File: src/rtl/cfs_pkg.sv
package cfs_pkg;
   typedef enum logic [2:0] {
      S_IDLE,
      S_DAC_GO,
      S_DAC_WAIT,
      S_ADC_GO,
      S_ADC_WAIT
   } seq_state_t;

   localparam int LEN_W       = 6;
   localparam int DAC_FRAME_W = 32;
   localparam int ADC_FRAME_W = 16;
   localparam logic [3:0] DAC_CMD_WR_UPD = 4'h3;

   // Channel count code to (count - 1)
   function automatic logic [2:0] last_slot(input logic [1:0] cfg);
      case (cfg)
         2'b11:   return 3'd7;
         2'b01:   return 3'd3;
         default: return 3'd1;
      endcase
   endfunction
endpackage

File: src/rtl/cfs_addr_map.sv
module cfs_addr_map (
   input  logic [2:0] lch,
   output logic [3:0] paddr
);
   // Lower half goes to descending even addresses, upper half to ascending odd ones
   always_comb begin
      if (lch[2]) paddr = {1'b0, lch[1:0], 1'b1};
      else        paddr = {1'b0, ~lch[1:0], 1'b0};
   end
endmodule

File: src/rtl/cfs_shifter.sv
module cfs_shifter #(
   parameter int FRAME_W = 32,
   parameter int RX_W    = 16,
   parameter int HALF    = 2,
   parameter int LEN_W   = 6
) (
   input  logic               clk,
   input  logic               rst_n,
   input  logic               start,
   input  logic [LEN_W-1:0]   len,
   input  logic [FRAME_W-1:0] tx,
   input  logic               miso,
   output logic               sclk,
   output logic               mosi,
   output logic               active,
   output logic               done,
   output logic [RX_W-1:0]    rx
);
   localparam int CNT_W = (HALF > 1) ? $clog2(HALF) : 1;

   generate
      if (HALF < 1) begin : g_bad_half
         $error("HALF must be at least 1");
      end
      if (RX_W < 2 || RX_W > FRAME_W) begin : g_bad_rx
         $error("RX_W out of range");
      end
   endgenerate

   logic [FRAME_W-1:0] sh;
   logic [LEN_W-1:0]   left;
   logic [CNT_W-1:0]   cnt;

   assign mosi = sh[FRAME_W-1];

   always_ff @(posedge clk) begin
      if (!rst_n) begin
         sh     <= '0;
         left   <= '0;
         cnt    <= '0;
         sclk   <= 1'b0;
         active <= 1'b0;
         done   <= 1'b0;
         rx     <= '0;
      end else begin
         done <= 1'b0;
         if (start && !active) begin
            active <= 1'b1;
            sh     <= tx << (LEN_W'(FRAME_W) - len);
            left   <= len;
            cnt    <= '0;
            sclk   <= 1'b0;
            rx     <= '0;
         end else if (active) begin
            if (cnt == CNT_W'(HALF - 1)) begin
               cnt <= '0;
               if (!sclk) begin
                  sclk <= 1'b1;
                  rx   <= {rx[RX_W-2:0], miso};
               end else begin
                  sclk <= 1'b0;
                  sh   <= {sh[FRAME_W-2:0], 1'b0};
                  left <= left - 1'b1;
                  if (left == LEN_W'(1)) begin
                     active <= 1'b0;
                     done   <= 1'b1;
                  end
               end
            end else begin
               cnt <= cnt + 1'b1;
            end
         end
      end
   end
endmodule

File: src/rtl/cfs_result_align.sv
module cfs_result_align #(
   parameter int RES_W = 16,
   parameter int CH_W  = 3,
   parameter int LAG   = 2
) (
   input  logic             clk,
   input  logic             rst_n,
   input  logic             capture,
   input  logic [CH_W-1:0]  chan,
   input  logic [RES_W-1:0] data,
   output logic             valid,
   output logic [CH_W-1:0]  vchan,
   output logic [RES_W-1:0] vdata
);
   localparam int PC_W = $clog2(LAG + 1);

   logic [PC_W-1:0] primed;

   always_ff @(posedge clk) begin
      if (!rst_n) begin
         primed <= '0;
         valid  <= 1'b0;
         vchan  <= '0;
         vdata  <= '0;
      end else begin
         valid <= 1'b0;
         if (capture) begin
            if (primed == PC_W'(LAG)) begin
               valid <= 1'b1;
               vchan <= chan;
               vdata <= data;
            end else begin
               primed <= primed + 1'b1;
            end
         end
      end
   end
endmodule

File: src/rtl/spi_conv_frame_seq.sv
module spi_conv_frame_seq
   import cfs_pkg::*;
#(
   parameter int SAMPLE_W = 16,
   parameter int MAX_CH   = 8,
   parameter int HALF_DIV = 2
) (
   input  logic                       clk,
   input  logic                       rst_n,
   input  logic                       frame_start,
   input  logic [1:0]                 chan_cfg,
   input  logic [MAX_CH*SAMPLE_W-1:0] dac_samples,
   output logic                       busy,
   output logic                       sclk,
   output logic                       mosi,
   input  logic                       miso,
   output logic                       dac_cs_n,
   output logic                       adc_cs_n,
   output logic                       adc_valid,
   output logic [2:0]                 adc_chan,
   output logic [SAMPLE_W-1:0]        adc_data
);
   localparam int CH_W = $clog2(MAX_CH);

   generate
      if (MAX_CH != 8) begin : g_bad_ch
         $error("address map covers exactly 8 channels");
      end
      if (SAMPLE_W != 16) begin : g_bad_w
         $error("frame layout assumes 16-bit samples");
      end
   endgenerate

   seq_state_t                 state;
   logic [CH_W-1:0]            slot, last;
   logic [MAX_CH*SAMPLE_W-1:0] samples_q;
   logic [SAMPLE_W-1:0]        samp_arr [MAX_CH];
   logic                       sel_adc;
   logic                       sh_start, sh_active, sh_done;
   logic [SAMPLE_W-1:0]        sh_rx;
   logic [3:0]                 paddr;
   logic [CH_W-1:0]            req_ch;
   logic [DAC_FRAME_W-1:0]     dac_frame, adc_frame, tx_word;
   logic [LEN_W-1:0]           tx_len;

   for (genvar g = 0; g < MAX_CH; g++) begin : g_unpack
      assign samp_arr[g] = samples_q[g*SAMPLE_W +: SAMPLE_W];
   end

   cfs_addr_map u_map (.lch(slot), .paddr(paddr));

   assign req_ch    = CH_W'(slot + CH_W'(2)) & last;
   assign dac_frame = {4'h0, DAC_CMD_WR_UPD, paddr, samp_arr[slot], 4'h0};
   assign adc_frame = {16'h0, 1'b0, req_ch, 12'h000};
   assign sh_start  = (state == S_DAC_GO) || (state == S_ADC_GO);
   assign tx_word   = (state == S_ADC_GO) ? adc_frame : dac_frame;
   assign tx_len    = (state == S_ADC_GO) ? LEN_W'(ADC_FRAME_W) : LEN_W'(DAC_FRAME_W);
   assign busy      = (state != S_IDLE);
   assign dac_cs_n  = !(sh_active && !sel_adc);
   assign adc_cs_n  = !(sh_active && sel_adc);

   always_ff @(posedge clk) begin
      if (!rst_n) begin
         state     <= S_IDLE;
         slot      <= '0;
         last      <= '0;
         samples_q <= '0;
         sel_adc   <= 1'b0;
      end else begin
         case (state)
            S_IDLE: if (frame_start) begin
               samples_q <= dac_samples;
               last      <= last_slot(chan_cfg);
               slot      <= '0;
               state     <= S_DAC_GO;
            end
            S_DAC_GO: begin
               sel_adc <= 1'b0;
               state   <= S_DAC_WAIT;
            end
            S_DAC_WAIT: if (sh_done) state <= S_ADC_GO;
            S_ADC_GO: begin
               sel_adc <= 1'b1;
               state   <= S_ADC_WAIT;
            end
            S_ADC_WAIT: if (sh_done) begin
               if (slot == last) state <= S_IDLE;
               else begin
                  slot  <= slot + 1'b1;
                  state <= S_DAC_GO;
               end
            end
            default: state <= S_IDLE;
         endcase
      end
   end

   cfs_shifter #(
      .FRAME_W(DAC_FRAME_W), .RX_W(SAMPLE_W), .HALF(HALF_DIV), .LEN_W(LEN_W)
   ) u_shift (
      .clk(clk), .rst_n(rst_n), .start(sh_start), .len(tx_len), .tx(tx_word),
      .miso(miso), .sclk(sclk), .mosi(mosi), .active(sh_active), .done(sh_done),
      .rx(sh_rx)
   );

   cfs_result_align #(.RES_W(SAMPLE_W), .CH_W(CH_W), .LAG(2)) u_align (
      .clk(clk), .rst_n(rst_n),
      .capture((state == S_ADC_WAIT) && sh_done),
      .chan(slot), .data(sh_rx),
      .valid(adc_valid), .vchan(adc_chan), .vdata(adc_data)
   );
endmodule

File: config.mk
export PLATFORM = sky130hd
export DESIGN_NAME = spi_conv_frame_seq
export DESIGN_NICKNAME = d
export VERILOG_FILES = /design/src/rtl/cfs_pkg.sv /design/src/rtl/cfs_addr_map.sv /design/src/rtl/cfs_shifter.sv /design/src/rtl/cfs_result_align.sv /design/src/rtl/spi_conv_frame_seq.sv
export SDC_FILE = /design/constraint.sdc
export NUM_CORES = 1
export LEC_CHECK = 0
export BUFFER_PORTS_ARGS = -buffer_cell sky130_fd_sc_hd__buf_2
export CAP_MARGIN = 20
export CORE_MARGIN = 2
export CORE_UTILIZATION = 50
export CTS_CLUSTER_SIZE = 40
export DETAILED_ROUTE_END_ITERATION = 10
export MAX_ROUTING_LAYER = met4
export PLACE_DENSITY = 0.78
export RECOVER_POWER = 25
export SYNTH_ARGS = -nofsm -noshare
export SYNTH_HDL_FRONTEND = slang
export SYNTH_SLANG_ARGS = --single-unit
File: constraint.sdc
create_clock -name clk -period 4.57 [get_ports clk]
set_clock_uncertainty 0.1 [all_clocks]
set_input_delay 0.457 -clock clk [delete_from_list [all_inputs] [get_ports clk]]
set_output_delay 0.457 -clock clk [all_outputs]
set_load 0.01 [all_outputs]
==> results of run 1 <==
cell usage after synthesis, types with 2 or more instances:
library cell	number
mux2_1	2
buf_4	2
nand4_1	2
a211oi_1	3
nand3b_1	2
a21oi_1	192
nor2b_1	2
nand2_1	376
nor2_1	36
nor3b_2	2
buf_6	3
xor2_1	6
nor3_1	5
inv_1	7
mux2i_1	33
mux4_2	17
or3_1	2
a31oi_1	3
and2_1	2
a311oi_1	3
nand3_1	3
xnor2_1	6
ha_1	6
dfxtp_1	214
buf_2	39
or3b_1	2
nor4_1	2
o221ai_1	14
and3_1	3
buf_1	2
o22ai_1	14
clkbuf_1	42
power by group through the flow:
stage / Clock (mW) / Combinational [mW] / Sequential [mW]
after CTS: 1.72 / 0.480 / 2.05
after global routing: 1.79 / 0.539 / 2.07
final: 1.69 / 0.483 / 2.05
after floorplan: 0 / 0.358 / 2.06
after detailed placement: 0 / 0.478 / 2.09
after global placement: 0 / 0.467 / 2.09
critical path, cell delays in order (launching register included):
cell,delay [ns]
dfxtp_1,0.48
nand3_1,0.98
nor4b_1,0.75
xnor2_1,0.17
a21oi_1,0.09
per-stage QoR:
step                hold WS, ns  instances  total power, mW    util  area [µm²]
floorplan                0.3295       1066            2.420       -        8761
finish                  0.07870       1406            4.227  0.5886       10150
global placement         0.3392       1369            2.553  0.5510        9498
global route            0.07783       1406            4.392  0.5886       10150
CTS                     0.06315       1404            4.248  0.5902       10170
detailed placement       0.3441       1369            2.569  0.5510        9498
registers in the layout (all words and copies together), names as in the netlist:
signal / cells
u_shift.sclk: 1
u_align.valid: 1
last: 3
slot: 3
u_shift.left: 6
u_shift.rx: 16
u_align.vdata: 16
samples_q: 128
u_shift.active: 1
u_shift.done: 1
u_shift.sh: 28
sel_adc: 1
u_shift.cnt: 1
state: 3
u_align.vchan: 3
u_align.primed: 2
final cells by class:
class	count	area [µm²]
flip-flops and latches	214	4285
diodes	1	2.502
fillers	1549	7091
clock inverters	2	23.77
well taps	225	281.5
multi-input cells	757	4031
repair buffers	167	840.8
clock buffers	33	651.9
inverters	7	28.78
metal layers:
layer / up-vias / routed length [µm]
li1: 3781 / -
met5: - / 0
met3: 32 / 1387
met1: 3609 / 9783
met2: 247 / 9946
met4: 0 / 356
final timing paths:
kind                     start           endpoint  slack [ns]  cells past startpoint
max             u_shift.active    u_shift.left[4]        1.87                      4
min            dac_samples[99]      samples_q[99]        0.08                      3
max reg2reg     u_shift.active    u_shift.left[4]        1.87                      4
min reg2reg  u_align.vdata[12]  u_align.vdata[12]        0.35                      2
logic make-up (layout without fill, tap and decap cells):
group	after synthesis	after routing
simple gates	448	448
compound gates	238	238
flops	214	214
buf+inv	95	209
mux	53	53
xor+xnor	12	12
fa+ha+maj	6	6
other cells	0	1
layout by cell type (no fill, tap or decap), drive strengths merged, types with 3 or more instances in the layout:
cell,synthesis,routed
clkbuf,42,57
xnor2,6,6
a311oi,3,3
xor2,6,6
a211oi,3,3
nand3,4,4
o22ai,15,15
ha,6,6
mux2,3,3
mux4,17,17
nor2,36,36
a31oi,3,3
mux2i,33,33
nand2,377,377
o221ai,15,15
nor3,6,6
inv,7,7
dfxtp,214,214
and3,3,3
nor3b,3,3
buf,46,143
a21oi,193,193
==> impl_metrics.env, run 1 <==
export IMPL_leakagePower_nw=3.781
export IMPL_route_detailed_drc=0
export IMPL_rsz0062_at_grt="no"
export IMPL_cp_required_ns=4.84
export IMPL_rows=48
export IMPL_synth_simple_area_share=0.2051
export IMPL_finalWorstSetupSlack_ns=1.871
export IMPL_synthAdderAreaFrac=0.008569
export IMPL_core_um2=17240
export IMPL_areaGrowthSynthToFinish_pct=15.81
export IMPL_num_vias=7669
export IMPL_clk_latency_ns=0.51
export IMPL_async_flop_share=0
export IMPL_crit_path_start_kind="register"
export IMPL_gp_congestion=0.8533
export IMPL_cts_buffers=22
export IMPL_p_switching_mw=1.077
export IMPL_grt_use_met2=0.3688
export IMPL_p_seq_frac=0.485
export IMPL_start_util=0.5083
export IMPL_post_cts_setup_buffers=0
export IMPL_slew_headroom=0.07633
export IMPL_ant_nets=0
export IMPL_p_clk_frac=0.400
export IMPL_synth_mux_area_frac=0.08526
export IMPL_grt_pass1_vias=7080
export IMPL_crit_fanout=34
export IMPL_wl_per_cell_um=15.27
export IMPL_dp_hpwl_um=14170
export IMPL_hold_buffers=0
export IMPL_synth_top_family_by_area="simple AND/OR/NAND/NOR gates"
export IMPL_synth_main_ff_cell="dfxtp_1"
export IMPL_path_clk_slew_ns=0.06
export IMPL_wl_um=21470
export IMPL_fin_setup_tns_ns=0
export IMPL_met1_usage=0.3223
export IMPL_grt_max_degree=111
export IMPL_netlist_top_cell_by_area="dfxtp_1"
export IMPL_p_sw_frac=0.2549
export IMPL_clock_path_buffers=3
export IMPL_root_buffer="clkbuf_16"
export IMPL_max_cap_violations=0
export IMPL_ys_types=51
export IMPL_internal_power_mw=3.150
export IMPL_end_kind="register"
export IMPL_busiest_layer="met2"
export IMPL_use_met3=0.03542
export IMPL_yosysWarnings=0
export IMPL_drv_slew=0
export IMPL_power_frac_comb=0.114
export IMPL_cp_arrival_ns=2.97
export IMPL_syn_area_um2=8761
export IMPL_cts_tree="yes"
export IMPL_cts_resized=0
export IMPL_avgViaCountPerCell=5.454
export IMPL_period_share=0.5906
export IMPL_synth_area_leaders="dfxtp_1, nand2_1, a21oi_1"
export IMPL_grt_usage=0.2350
export IMPL_drive_gt1_frac=0.1695
export IMPL_fin_nets=1309
export IMPL_firstDrtPassIters=5
export IMPL_netlist_area_leader_share=0.4890
export IMPL_numPortBuffers=158
export IMPL_htreeDepth=1
export IMPL_ys_seq_area_frac=0.4890
export IMPL_worst_slew_pin_slew_ns=1.382
export IMPL_syn_area_per_cell_um2=8.218
export IMPL_grt_pass1_wl_um=34520
export IMPL_p_per_area_nw_per_um2=416.6
export IMPL_ios=159
export IMPL_setup_viol=0
export IMPL_synth_xor_area_share=0.01200
export IMPL_synth_edff_count=0
export IMPL_overflow=0
export IMPL_min_period_ns=2.699
export IMPL_synth_compound_area_frac=0.1504
export IMPL_hold_class="in2reg"
export IMPL_ir_drop_v=0.0002333
export IMPL_drt_iter0_drc=505
export IMPL_hold_viol_final=0
export IMPL_pre_cts_ws_ns=1.929
export IMPL_outcome="complete, no violations"
export IMPL_crit_type="reg2reg"
export IMPL_die_area_um2=18600
export IMPL_antenna_found_initial=1
export IMPL_synth_seq_cells=214
export IMPL_die_h_um=136.4
export IMPL_die_width_um=136.4
export IMPL_cts_sinks=214
export IMPL_fmax_ghz=0.3705
export IMPL_synth_nets=1206
export IMPL_synth_cells=1066
Note: power is estimated with default switching activity, not from simulation.
==> run 2: changes to the inputs <==
--- a/config.mk
+++ b/config.mk
@@ -5,6 +5,7 @@
 export SDC_FILE = /design/constraint.sdc
 export NUM_CORES = 1
 export LEC_CHECK = 0
+export ABC_AREA = 1
 export BUFFER_PORTS_ARGS = -buffer_cell sky130_fd_sc_hd__buf_2
 export CAP_MARGIN = 20
 export CORE_MARGIN = 2
@@ -12,7 +13,7 @@
 export CTS_CLUSTER_SIZE = 40
 export DETAILED_ROUTE_END_ITERATION = 10
 export MAX_ROUTING_LAYER = met4
-export PLACE_DENSITY = 0.78
+export PLACE_DENSITY = 0.77
 export RECOVER_POWER = 25
 export SYNTH_ARGS = -nofsm -noshare
 export SYNTH_HDL_FRONTEND = slang
==> constraint.sdc (replaced) <==
create_clock -name clk -period 2.75 [get_ports clk]
set_clock_uncertainty 0.1 [all_clocks]
set_input_delay 0.275 -clock clk [delete_from_list [all_inputs] [get_ports clk]]
set_output_delay 0.275 -clock clk [all_outputs]
set_load 0.01 [all_outputs]
==> run 2 against run 1 <==
Effect of this change:
- first-iteration DRC count up 38%
- worst setup slack worse by 1.2 ns
- core utilization up 6.4 points
- synthesized area up 8.0%
- total power rose to 2.7 times the previous value
- critical path type unchanged
==> impl_metrics.env, run 2 <==
export IMPL_fmax_ghz=0.4899
export IMPL_crit_type="reg2reg"
export IMPL_mostFrequentLayoutCell="nand2_1"
export IMPL_avgViaCountPerCell=5.219
export IMPL_gp_congestion=0.8857
export IMPL_num_vias=9503
export IMPL_fin_area_um2=12160
export IMPL_hold_class="in2reg"
export IMPL_synth_seq_cells=214
export IMPL_drive_gt1_frac=0.1267
export IMPL_ys_types=32
export IMPL_p_per_area_nw_per_um2=949.4
export IMPL_placedInstanceArea_um2=10190
export IMPL_power_total_mw=11.55
export IMPL_cts_tree="yes"
export IMPL_die_h_um=141.6
export IMPL_max_cap_violations=0
export IMPL_top_register="samples_q"
export IMPL_async_flop_share=0
export IMPL_firstDrtPassIters=5
export IMPL_wl_per_cell_um=14.77
export IMPL_cts_buffers=23
export IMPL_largest_reg_flops=128
export IMPL_clock_path_buffers=3
export IMPL_r2r_start="state[2]"
export IMPL_synth_most_common_cell="nand2_1"
export IMPL_cp_arrival_ns=2.38
export IMPL_min_from="dac_samples[39]"
export IMPL_syn_area_per_cell_um2=7.116
export IMPL_place_inst=1653
export IMPL_slew_headroom=0.3737
export IMPL_ir_drop_v=0.0004499
export IMPL_setup_worst_path_start="state[2]"
export IMPL_path_clk_slew_ns=0.06
export IMPL_reg_largest_list="samples_q: 128 flops, u_shift.sh: 28 flops"
export IMPL_drv_slew=0
export IMPL_cp_required_ns=3.08
export IMPL_crit_fanout=13
export IMPL_final_cells=1821
export IMPL_min_period_ns=2.041
export IMPL_wl_um=26890
export IMPL_dp_hpwl_um=15990
export IMPL_core_um2=18640
export IMPL_ant_nets=0
export IMPL_synth_main_ff_cell="dfxtp_1"
export IMPL_syn_area_um2=9464
export IMPL_hold_slack_ns=0.008528
export IMPL_grt_pass1_wl_um=43090
export IMPL_antenna_found_initial=1
export IMPL_synth_nets=1470
export IMPL_synth_area_leaders="dfxtp_1, nand2_1, a21oi_1"
export IMPL_yosysWarnings=0
export IMPL_rows=50
export IMPL_rsz0062_at_grt="no"
export IMPL_period_share=0.7423
export IMPL_cts_sinks=214
export IMPL_synth_cells=1330
export IMPL_areaGrowthSynthToFinish_pct=28.50
export IMPL_grt_max_degree=83
export IMPL_grt_usage=0.2699
export IMPL_end_kind="register"
export IMPL_die_width_um=141.6
export IMPL_layout_common_cells="nand2_1, dfxtp_1, inv_1"
export IMPL_clk_latency_ns=0.51
export IMPL_die_area_um2=20040
export IMPL_netlist_area_leader_share=0.4527
export IMPL_leakagePower_nw=5.532
export IMPL_setup_viol=0
export IMPL_synth_edff_count=0
export IMPL_yosys_top_cells_count="nand2_1, dfxtp_1, inv_1"
export IMPL_htreeDepth=1
export IMPL_root_buffer="clkbuf_16"
export IMPL_overflow=0
export IMPL_worst_slew_pin_slew_ns=0.9384
export IMPL_route_detailed_drc=0
export IMPL_fin_setup_tns_ns=0
export IMPL_hold_viol_final=0
export IMPL_fin_nets=1711
export IMPL_grt_pass1_vias=8995
export IMPL_drt_iter0_drc=698
export IMPL_netlist_top_cell_by_area="dfxtp_1"
export IMPL_crit_path_start_kind="register"
export IMPL_outcome="complete, no violations"
export IMPL_ios=159
export IMPL_numPortBuffers=158
export IMPL_start_util=0.5077
export IMPL_ys_seq_area_frac=0.4527
==> run 2: changes by cell type in the layout (fill, tap and decap cells not counted), sizes merged, moves of 5 or more <==
cell / previous run / this run
mux4: 17 / 0
o21ai: 2 / 186
inv: 7 / 196
xor2: 6 / 1
buf: 143 / 154
nand3: 4 / 105
nor2: 36 / 42
o22ai: 15 / 0
mux2i: 33 / 0
dlygate4sd3: 0 / 127
xnor2: 6 / 1
o221ai: 15 / 0
nand2: 377 / 285
==> run 2: layout make-up <==
type | instances | area (µm²)
Multi-Input combinational cell | 831 | 3882
Fill cell | 1608 | 6481
Clock inverter | 6 | 61.31
Tap cell | 234 | 292.8
Sequential cell | 214 | 4285
Clock buffer | 34 | 676.9
Antenna cell | 1 | 2.502
Inverter | 196 | 740.7
Timing Repair Buffer | 305 | 2220
==> run 2: critical path, cell delays in order, from the launching register on <==
cell and delay (ns):
dfxtp_1 0.55, nor2_8 0.10, nand2_1 0.16, nand2_1 0.31, inv_1 0.41, o21ai_0 0.19, a21oi_1 0.16
==> run 2: cells by family (layout without fill, tap and decap cells) <==
group / Yosys count / after routing / synth area share
AO/OA/AOI/OAI: 381 / 381 / 0.2031
adder cells (fa/ha/maj): 6 / 6 / 0.007932
AND/OR/NAND/NOR: 442 / 442 / 0.1987
flip-flops: 214 / 214 / 0.4527
other: 0 / 1 / 0
XOR/XNOR: 2 / 2 / 0.001851
buffers and inverters: 285 / 541 / 0.1358
==> run 2: final timing paths <==
kind / end / cells past startpoint / slack, ns
worst max-delay path: u_shift.left[0] / 6 / 0.71
worst min-delay path: samples_q[39] / 3 / 0.009
worst max register to register: u_shift.left[0] / 6 / 0.71
worst min register to register: samples_q[102] / 2 / 0.35
==> run 2: metal layers <==
metal	global-route usage	vias up	wire length [µm]
li1	-	4748	-
met1	0.3389	4308	11490
met2	0.4474	361	12680
met3	0.03240	86	1666
met4	0.1042	0	1053
met5	-	-	0
==> run 2: through the flow <==
step | utilization | setup WS (ns)
detailed placement | 0.5468 | 0.8457
global placement | 0.5468 | 0.8939
finish | 0.6523 | 0.7087
CTS | 0.6546 | 0.7787
floorplan | - | 0.9277
global route | 0.6523 | 0.4904
==> run 2: repair_timing <==
action	4_1_cts	5_1_grt
gates resized for setup	0	0
hold buffers	127	0
hold endpoints to repair	127	0
buffers inserted	0	0
==> run 2: power breakdown <==
part	switching [mW]	internal, mW
registers	0.291	3.92
logic	2.87	1.44
clock network	1.23	1.79
total	4.40	7.15
==> run 3: changes to the inputs <==
==> constraint.sdc (replaced) <==
create_clock -name clk -period 2 [get_ports clk]
set_clock_uncertainty 0.1 [all_clocks]
set_input_delay 0.2 -clock clk [delete_from_list [all_inputs] [get_ports clk]]
set_output_delay 0.2 -clock clk [all_outputs]
set_load 0.01 [all_outputs]
==> run 3 against run 2 <==
Effect of this change:
- core utilization is 0.87 points higher
- cell count is 0.55% higher
- critical path depth is 1 lower
- via count is 0.34% higher
- worst setup slack worse by 0.57 ns
- sequential share of layout area is 0.46 points lower
- clock-buffer cell count is 2 lower
- combinational power is 42% higher
- total power is 41% higher
- largest cell class unchanged
==> impl_metrics.env, run 3 (same netlist as run 2, synthesis figures left out) <==
export IMPL_outcome="complete, no violations"
export IMPL_dp_hpwl_um=16020
export IMPL_cts_tree="yes"
export IMPL_areaGrowthSynthToFinish_pct=30.22
export IMPL_internal_power_mw=10.13
export IMPL_crit_type="in2reg"
export IMPL_cts_sinks=214
export IMPL_ir_drop_v=0.0008063
export IMPL_p_sw_frac=0.3790
export IMPL_seqCellArea_um2=4285
export IMPL_multi_input_area_um2=3884
export IMPL_wl_um=27330
export IMPL_rows=50
export IMPL_route_detailed_drc=0
export IMPL_wl_per_cell_um=14.93
export IMPL_grt_pass1_vias=8759
export IMPL_fin_nets=1720
export IMPL_die_area_um2=20040
export IMPL_root_buffer="clkbuf_16"
export IMPL_hold_viol_final=0
export IMPL_p_clk_frac=0.269
export IMPL_numPortBuffers=158
export IMPL_die_h_um=141.6
export IMPL_mostFrequentLayoutCell="nand2_1"
export IMPL_min_period_ns=1.856
export IMPL_reg_largest_list="samples_q: 128 flops, u_shift.sh: 28 flops"
export IMPL_p_switching_mw=6.186
export IMPL_die_width_um=141.6
export IMPL_core_um2=18640
export IMPL_slew_headroom=0.3374
export IMPL_num_vias=9535
export IMPL_grt_usage=0.2693
export IMPL_gp_congestion=0.8582
export IMPL_drv_slew=0
export IMPL_largest_reg_flops=128
export IMPL_cp_arrival_ns=2.10
export IMPL_final_util=0.6611
export IMPL_leakagePower_nw=5.601
export IMPL_power_frac_comb=0.374
export IMPL_clock_path_buffers=3
export IMPL_drive_gt1_frac=0.1291
export IMPL_crit_fanout=21
export IMPL_top_register="samples_q"
export IMPL_p_seq_frac=0.357
export IMPL_cts_buffers=23
export IMPL_htreeDepth=1
export IMPL_end_kind="register"
export IMPL_fmax_ghz=0.5387
export IMPL_avgViaCountPerCell=5.208
export IMPL_max_cap_violations=0
export IMPL_rsz0062_at_grt="no"
export IMPL_fin_setup_tns_ns=0
export IMPL_firstDrtPassIters=6
export IMPL_worst_slew_pin_slew_ns=0.9939
export IMPL_path_clk_slew_ns=0.06
export IMPL_setup_viol=0
export IMPL_cp_required_ns=2.24
export IMPL_drt_iter0_drc=734
export IMPL_start_util=0.5077
export IMPL_fillCellCount=1565
export IMPL_crit_path_start_kind="primary input"
export IMPL_grt_pass1_wl_um=42640
export IMPL_hold_class="in2reg"
export IMPL_power_total_mw=16.32
export IMPL_grt_max_degree=92
export IMPL_layout_common_cells="nand2_1, dfxtp_1, inv_1"
export IMPL_overflow=0
export IMPL_clk_latency_ns=0.51
export IMPL_period_share=0.9282
export IMPL_antenna_found_initial=1
export IMPL_ios=159
export IMPL_p_per_area_nw_per_um2=1324
export IMPL_ant_nets=0
export IMPL_cts_resized=0
run 3: changes by cell type in the layout (fill, tap and decap cells not counted), moves of 2 or more:
cell,previous run,this run
dlygate4sd3_1,127,132
buf_12,3,7
buf_4,17,14
bufinv_16,1,3
clkbuf_1,29,31
clkbuf_8,6,4
nor2_4,3,5
o21ai_0,110,108
o21ai_1,76,78
run 3: final cells by class:
type,instances,area share
Clock buffer,32,0.05269
Inverter,196,0.06010
Antenna cell,1,0.0002030
Timing Repair Buffer,314,0.1898
Tap cell,234,0.02376
Clock inverter,9,0.01056
Multi-Input combinational cell,831,0.3151
Sequential cell,214,0.3477
run 3: critical path, cell delays in order:
cell           delay (ns)
dlygate4sd3_1        0.53
buf_4                0.17
inv_1                0.27
clkbuf_1             0.78
a21oi_1              0.13
run 3: what timing repair did:
action	CTS	global route
hold buffers	132	0
hold endpoints to repair	134	0
setup buffers	0	0
run 3: metal layers:
layer,vias up,part of all wire,track usage,routed length (µm)
met2,380,0.47,0.4359,12870
met3,79,0.069,0.04421,1877
met1,4312,0.42,0.3359,11570
met4,0,0.037,0.1132,1015
met5,-,0,-,0
li1,4764,-,-,-
run 3: per-stage QoR:
stage | worst slack [ns] | cells | area (µm²) | hold slack, ns
after detailed placement | 0.2710 | 1657 | 10290 | 0.3432
after CTS | 0.1882 | 1830 | 12390 | 0.01362
final | 0.1437 | 1831 | 12320 | 0.02351
after floorplan | 0.1777 | 1330 | 9464 | 0.2472
after global placement | 0.3289 | 1657 | 10290 | 0.3377
after global routing | 0.02648 | 1831 | 12320 | 0.02862
run 3: final timing paths:
check,slack (ns),start,cells past startpoint,end
worst min-delay path,0.02,frame_start,5,last[1]
worst max-delay path,0.14,rst_n,5,slot[2]
worst min register to register,0.35,samples_q[105],2,samples_q[105]
worst max register to register,0.19,state[2],7,samples_q[127]
run 3: power by group through the flow:
stage               combinational, mW  sequential [mW]  clock (mW)
global placement                 5.62             5.85           0
CTS                              6.00             5.80        4.44
global route                     6.84             5.92        4.60
floorplan                        4.60             5.75           0
detailed placement               5.74             5.88           0
finish                           6.10             5.82        4.39
